==> config.mk <==
export PLATFORM = sky130hd
export DESIGN_NAME = shiftRotUnit
export DESIGN_NICKNAME = d
export VERILOG_FILES = /design/src/rtl/shiftRotPkg.sv /design/src/rtl/shiftRotCtrl.sv /design/src/rtl/shiftRotMaskGen.sv /design/src/rtl/shiftRotDatapath.sv /design/src/rtl/shiftRotUnit.sv
export SDC_FILE = /design/constraint.sdc
export NUM_CORES = 1
export LEC_CHECK = 0
export CAP_MARGIN = 10
export CORE_AREA = 2 2 103 155
export DETAILED_ROUTE_END_ITERATION = 6
export DIE_AREA = 0 0 105 157
export PLACE_DENSITY = 0.9
export SETUP_SLACK_MARGIN = 0.02
export SLEW_MARGIN = 10
export SYNTH_ARGS = -nofsm -noshare
export SYNTH_HDL_FRONTEND = slang
export SYNTH_SLANG_ARGS = --single-unit
==> constraint.sdc <==
create_clock -name vclk -period 4.4
set_input_delay 1.1 -clock vclk [all_inputs]
set_output_delay 1.1 -clock vclk [all_outputs]
set_load 0.01 [all_outputs]
==> src/rtl/shiftRotPkg.sv <==
package shiftRotPkg;

  typedef enum logic [2:0] {
    OP_SHL      = 3'd0,
    OP_SHR      = 3'd1,
    OP_SRA_VAR  = 3'd2,
    OP_SRA_IMM  = 3'd3,
    OP_ROT_MASK = 3'd4,
    OP_ROT_INS  = 3'd5
  } srOp_e;

  typedef struct packed {
    logic satEnable;
    logic shLeft;
    logic shRight;
    logic arith;
    logic rotate;
    logic insert;
  } srCtrl_t;

endpackage

==> src/rtl/shiftRotCtrl.sv <==
module shiftRotCtrl
  import shiftRotPkg::*;
(
  input  logic [2:0] opSel,
  output srCtrl_t    ctrl
);
  always_comb begin
    ctrl = '0;
    case (opSel)
      OP_SHL:      begin ctrl.shLeft = 1'b1;  ctrl.satEnable = 1'b1; end
      OP_SHR:      begin ctrl.shRight = 1'b1; ctrl.satEnable = 1'b1; end
      OP_SRA_VAR:  begin ctrl.shRight = 1'b1; ctrl.arith = 1'b1; ctrl.satEnable = 1'b1; end
      OP_SRA_IMM:  begin ctrl.shRight = 1'b1; ctrl.arith = 1'b1; end
      OP_ROT_MASK: ctrl.rotate = 1'b1;
      OP_ROT_INS:  begin ctrl.rotate = 1'b1; ctrl.insert = 1'b1; end
      default:     ctrl = '0;
    endcase
  end
endmodule

==> src/rtl/shiftRotMaskGen.sv <==
module shiftRotMaskGen #(
  parameter int DataW = 32,
  parameter int AmtW  = $clog2(DataW)
) (
  input  logic [AmtW-1:0]  maskBegin,
  input  logic [AmtW-1:0]  maskEnd,
  output logic [DataW-1:0] mask
);
  logic noWrap;
  assign noWrap = (maskBegin <= maskEnd);

  for (genvar j = 0; j < DataW; j++) begin : g_bit
    // position counted from the most significant bit
    localparam logic [AmtW-1:0] BePos = AmtW'(DataW - 1 - j);
    logic geBegin, leEnd;
    assign geBegin = (BePos >= maskBegin);
    assign leEnd   = (BePos <= maskEnd);
    assign mask[j] = noWrap ? (geBegin & leEnd) : (geBegin | leEnd);
  end
endmodule

==> src/rtl/shiftRotDatapath.sv <==
module shiftRotDatapath
  import shiftRotPkg::*;
#(
  parameter int DataW = 32,
  parameter int AmtW  = $clog2(DataW)
) (
  input  srCtrl_t          ctrl,
  input  logic [DataW-1:0] srcVal,
  input  logic [AmtW:0]    shAmt,
  input  logic [DataW-1:0] oldDest,
  input  logic [DataW-1:0] mask,
  output logic [DataW-1:0] result,
  output logic             carryOut
);
  localparam int DblW = 2 * DataW;

  logic [AmtW-1:0]  amt;
  logic             overRange;
  logic             srcNeg;
  logic             restNonZero;
  logic [DataW-1:0] sllVal, srlVal, sraVal, lostMask, rotVal, rotMasked;
  logic             lostOnes;
  logic [DblW-1:0]  dblVal;

  assign amt         = shAmt[AmtW-1:0];
  assign overRange   = ctrl.satEnable & shAmt[AmtW];
  assign srcNeg      = srcVal[DataW-1];
  assign restNonZero = |srcVal[DataW-2:0];

  assign sllVal   = srcVal << amt;
  assign srlVal   = srcVal >> amt;
  assign sraVal   = $signed(srcVal) >>> amt;
  assign lostMask = ~({DataW{1'b1}} << amt);
  assign lostOnes = |(srcVal & lostMask);

  assign dblVal    = {srcVal, srcVal} << amt;
  assign rotVal    = dblVal[DblW-1:DataW];
  assign rotMasked = rotVal & mask;

  always_comb begin
    result   = '0;
    carryOut = 1'b0;
    if (ctrl.shLeft) begin
      result = overRange ? '0 : sllVal;
    end else if (ctrl.shRight && !ctrl.arith) begin
      result = overRange ? '0 : srlVal;
    end else if (ctrl.arith) begin
      if (overRange) begin
        result   = {DataW{srcNeg}};
        carryOut = srcNeg & restNonZero;
      end else begin
        result   = sraVal;
        carryOut = srcNeg & lostOnes;
      end
    end else if (ctrl.rotate) begin
      result = ctrl.insert ? (rotMasked | (oldDest & ~mask)) : rotMasked;
    end
  end
endmodule

==> src/rtl/shiftRotUnit.sv <==
module shiftRotUnit
  import shiftRotPkg::*;
#(
  parameter int DataW = 32,
  parameter int AmtW  = $clog2(DataW)
) (
  input  logic [DataW-1:0] srcVal,
  input  logic [AmtW:0]    shAmt,
  input  logic [AmtW-1:0]  maskBegin,
  input  logic [AmtW-1:0]  maskEnd,
  input  logic [DataW-1:0] oldDest,
  input  logic [2:0]       opSel,
  output logic [DataW-1:0] result,
  output logic             carryOut
);
  srCtrl_t          ctrl;
  logic [DataW-1:0] mask;

  shiftRotCtrl ctrl_i (
    .opSel (opSel),
    .ctrl  (ctrl)
  );

  shiftRotMaskGen #(.DataW(DataW), .AmtW(AmtW)) mask_i (
    .maskBegin (maskBegin),
    .maskEnd   (maskEnd),
    .mask      (mask)
  );

  shiftRotDatapath #(.DataW(DataW), .AmtW(AmtW)) dp_i (
    .ctrl     (ctrl),
    .srcVal   (srcVal),
    .shAmt    (shAmt),
    .oldDest  (oldDest),
    .mask     (mask),
    .result   (result),
    .carryOut (carryOut)
  );
endmodule

==> impl_metrics.env, run 1 <==
export IMPL_grt_total_usage_pct=87.05
export IMPL_synth_adder_area_share_pct=4.221
export IMPL_grt_max_degree=21
export IMPL_synth_top_family_by_area="compound AO/OA/AOI/OAI gates"
export IMPL_port_buffers=116
export IMPL_synthTopCellsByArea="mux4_2 (12%), mux2i_1 (11%), mux2_2 (5.7%), o21ai_0 (4.8%), nand2_1 (4.7%)"
export IMPL_gp_congestion=1.414
export IMPL_hold_buffers=0
export IMPL_yosysTopAreaCell="mux4_2"
export IMPL_yosysMostFrequentCell="nand2_1"
export IMPL_grt_pass1_vias=17198
export IMPL_synth_xor_area_share_pct=0
export IMPL_ys_warnings_count=0
export IMPL_synth_commonest_cells="nand2_1 (99), clkbuf_1 (87), mux2i_1 (85)"
export IMPL_status="stopped before the end"
export IMPL_grt_ovfl_total=734
export IMPL_syn_avg_cell_area_um2=7.091
export IMPL_io_pins=116
export IMPL_hpwlAfterDp_um=39550
export IMPL_die_y_um=157
export IMPL_synth_top_area_share_pct=12.00
export IMPL_grt_pass1_wl_um=111800
export IMPL_synthMuxAreaShare_pct=28.83
export IMPL_start_util_pct=52.56
export IMPL_placed_cells=1696
export IMPL_tool_error="[ERROR GRT-0116] Global routing finished with congestion. Check the congestion regions in the DRC Viewer."
export IMPL_synth_nets=1200
export IMPL_stop_stage="global routing"
export IMPL_synthSimpleGateAreaFrac_pct=21.07
export IMPL_synth_cell_type_count=77
export IMPL_synth_compound_area_share_pct=36.56
export IMPL_rows=55
export IMPL_seq_area_frac_synth_pct=0
export IMPL_synth_cells=1112
export IMPL_syn_area_mm2=0.007885
export IMPL_die_x_um=105
[per-layer routing]
layer / global-route usage [%] / GRT overflow
met3: 67.12 / 8
met2: 110.4 / 497
met4: 98.79 / 223
met5: 29.81 / 0
met1: 80.11 / 6
[cells by family after synthesis]
group | after synthesis
AO/OA/AOI/OAI | 415
AND/OR/NAND/NOR | 344
multiplexers | 168
buffers and inverters | 153
adder cells (fa/ha/maj) | 32
[through the flow]
step	setup WS [ps]	hold slack, ps	area (um^2)
after CTS	11.27	2880	13000
after detailed placement	-936.3	3213	11780
after global placement	-845.8	3203	11780
after floorplan	1.315	2354	7908
[timing repair]
item                       4_1_cts
setup endpoints to repair       33
gates cloned                     6
pin swaps                       61
resized for setup              435
setup buffers                   42
==> run 2: changes to the inputs <==
Settings changed: CORE_AREA 2 2 103 155 to 2 2 144 146, DIE_AREA 0 0 105 157 to 0 0 146 148, PLACE_DENSITY 0.9 to default, PLACE_DENSITY_LB_ADDON from default to 0.15, SETUP_SLACK_MARGIN 0.02 to default.
Clock period 4.4 ns to 5.72 ns, I/O delays scaled along.
==> impl_metrics.env, run 2 <==
export IMPL_status="finished clean"
export IMPL_layout_cells_most_common="buf_4"
export IMPL_die_y_um=148
export IMPL_seq_area_frac_synth_pct=0
export IMPL_fmaxAchievable_ghz=0.1763
export IMPL_syn_avg_cell_area_um2=7.091
export IMPL_drt_total_wl_um=47280
export IMPL_synth_adder_area_share_pct=4.221
export IMPL_hold_ws_ps=3573
export IMPL_swShare_pct=54.70
export IMPL_rsz0062_at_grt="no"
export IMPL_critPathTopFamily="multiplexers"
export IMPL_yosysTopAreaCell="mux4_2"
export IMPL_synthMuxAreaShare_pct=28.83
export IMPL_die_x_um=146
export IMPL_cp_end_kind="output pin"
export IMPL_rows=52
export IMPL_gp_congestion=1.045
export IMPL_start_kind="input port"
export IMPL_vias=11417
export IMPL_peakVddDrop_v=0.00006198
export IMPL_synth_compound_area_share_pct=36.56
export IMPL_synthTopCellsByArea="mux4_2 (12%), mux2i_1 (11%), mux2_2 (5.7%), o21ai_0 (4.8%), nand2_1 (4.7%)"
export IMPL_crit_type="input port to output pin"
export IMPL_seq_cell_count=0
export IMPL_hpwlAfterDp_um=37990
export IMPL_drv_slew=0
export IMPL_p_leak_uw=0.004676
export IMPL_period_needed_ps=5673
export IMPL_final_cell_mix="buf_4 (277), nand2_1 (98), nor2_1 (82), mux2i_1 (81), clkdlybuf4s50_1 (78)"
export IMPL_synth_cell_type_count=77
export IMPL_worstPathMaxFanout=4
export IMPL_areaGrowthSynthToFinish_pct=42.38
export IMPL_grt_total_usage_pct=41.91
export IMPL_viasPerCell=6.915
export IMPL_io_pins=116
export IMPL_synth_xor_area_share_pct=0
export IMPL_p_clk_share_pct=0
export IMPL_pwr_density_cell_mw_per_mm2=108.2
export IMPL_seqCellArea_um2=0
export IMPL_start_util_pct=39.35
export IMPL_hold_buffers=0
export IMPL_critPathRequiredTime_ps=4290
export IMPL_crit_buf_inv=2
export IMPL_fin_crit_sh_pct=99.18
export IMPL_critical_path_cell_chain="clkdlybuf4s50_1 -> mux2_2 -> mux4_2 -> a22oi_1 -> o311ai_0 -> or4_1 -> dlygate4sd2_1"
export IMPL_grt_ovfl_total=0
export IMPL_finalCoreUtilization_pct=56.03
export IMPL_synth_cells=1112
export IMPL_drive_above_1_share_pct=30.99
export IMPL_ys_warnings_count=0
export IMPL_max_slew_margin_pct=55.59
export IMPL_drc=0
export IMPL_syn_area_mm2=0.007885
export IMPL_finalSetupViolCount=0
export IMPL_cell_internal_pwr_uw=550.2
export IMPL_worstPathArrival_ps=4240
export IMPL_grt_pass1_wl_um=69190
export IMPL_pwr_share_comb_pct=100.0
export IMPL_seqPwrFrac_pct=0
export IMPL_synth_nets=1200
export IMPL_setup_tns_final_ps=0
export IMPL_hold_viol=0
export IMPL_slowest_delay_ps=580
export IMPL_cp_slowest_cell="or4_1"
export IMPL_grt_max_degree=59
export IMPL_yosysMostFrequentCell="nand2_1"
export IMPL_synth_top_area_share_pct=12.00
export IMPL_power_uw=1215
export IMPL_p_sw_uw=664.5
export IMPL_port_buffers=116
export IMPL_synth_commonest_cells="nand2_1 (99), clkbuf_1 (87), mux2i_1 (85)"
export IMPL_clkbuf_count=0
export IMPL_antenna_found_initial=0
export IMPL_synth_top_family_by_area="compound AO/OA/AOI/OAI gates"
export IMPL_final_nets=1471
export IMPL_worstMarginPinSlew_ps=666.2
export IMPL_stdcell_count=1651
export IMPL_cap_violations=0
export IMPL_worstHoldPathType="input port to output pin"
export IMPL_die_area_mm2=0.02161
export IMPL_synthSimpleGateAreaFrac_pct=21.07
export IMPL_grt_pass1_vias=10688
export IMPL_drt_iter0_drc=1622
export IMPL_placed_cells=1650
export IMPL_first_pass_iters=6
export IMPL_postRouteAntennaNets=0
export IMPL_avgRoutedWirePerCell_um=28.64
export IMPL_n_antenna_cell=0
export IMPL_coreArea_mm2=0.02004
## run 2: cell counts after synthesis
No cell type changed its count.
## run 2: stage by stage
step                      instance area, um^2  worst slack, ps
final                                   11230            46.73
after global routing                    11230            5.638
after CTS                               11120            7.900
after detailed placement                11080           -256.5
after global placement                  11080           -205.5
after floorplan                          7885            444.3
## run 2: power groups by stage
stage,registers [uW],logic [uW],clock network (uW)
global placement,0,1170,0
finish,0,1210,0
global route,0,1260,0
CTS,0,1170,0
floorplan,0,596,0
detailed placement,0,1170,0
## run 2: area by class of cell
type	instances	area, um^2
repair buffers	409	3561
multi-input cells	959	7279
fillers	2008	8812
inverters	13	48.80
well taps	270	337.8
## run 2: worst paths after layout
path	slack, ps	to	cells after the start	startpoint
max	50	result[9]	7	srcVal[9]
min	3570	result[30]	4	oldDest[30]
## run 2: metal layers
metal	wire length (um)	vias up	part of all wire, %	track usage (%)
li1	-	4957	-	-
met1	18220	5377	39	54.53
met2	20900	914	44	68.37
met3	5028	169	11	5.741
met4	3125	0	6.6	20.83
met5	0	-	0	0
## run 2: timing repair
action,4_1_cts,5_1_grt
gates cloned,0,0
gates resized for setup,35,39
setup endpoints to repair,27,21
pin swaps,1,2
buffers inserted,0,1
## run 2: tightest hold or removal path: cells and delay by family
kind,cells,cell delay (ps)
simple gates,1,60
buf+inv,2,570
compound gates,1,80
## run 2: cells by family after synthesis
group,Yosys count
AO/OA/AOI/OAI,415
adder cells (fa/ha/maj),32
buffers and inverters,153
multiplexers,168
AND/OR/NAND/NOR,344
No activity file was read; power rests on OpenSTA's default activity.
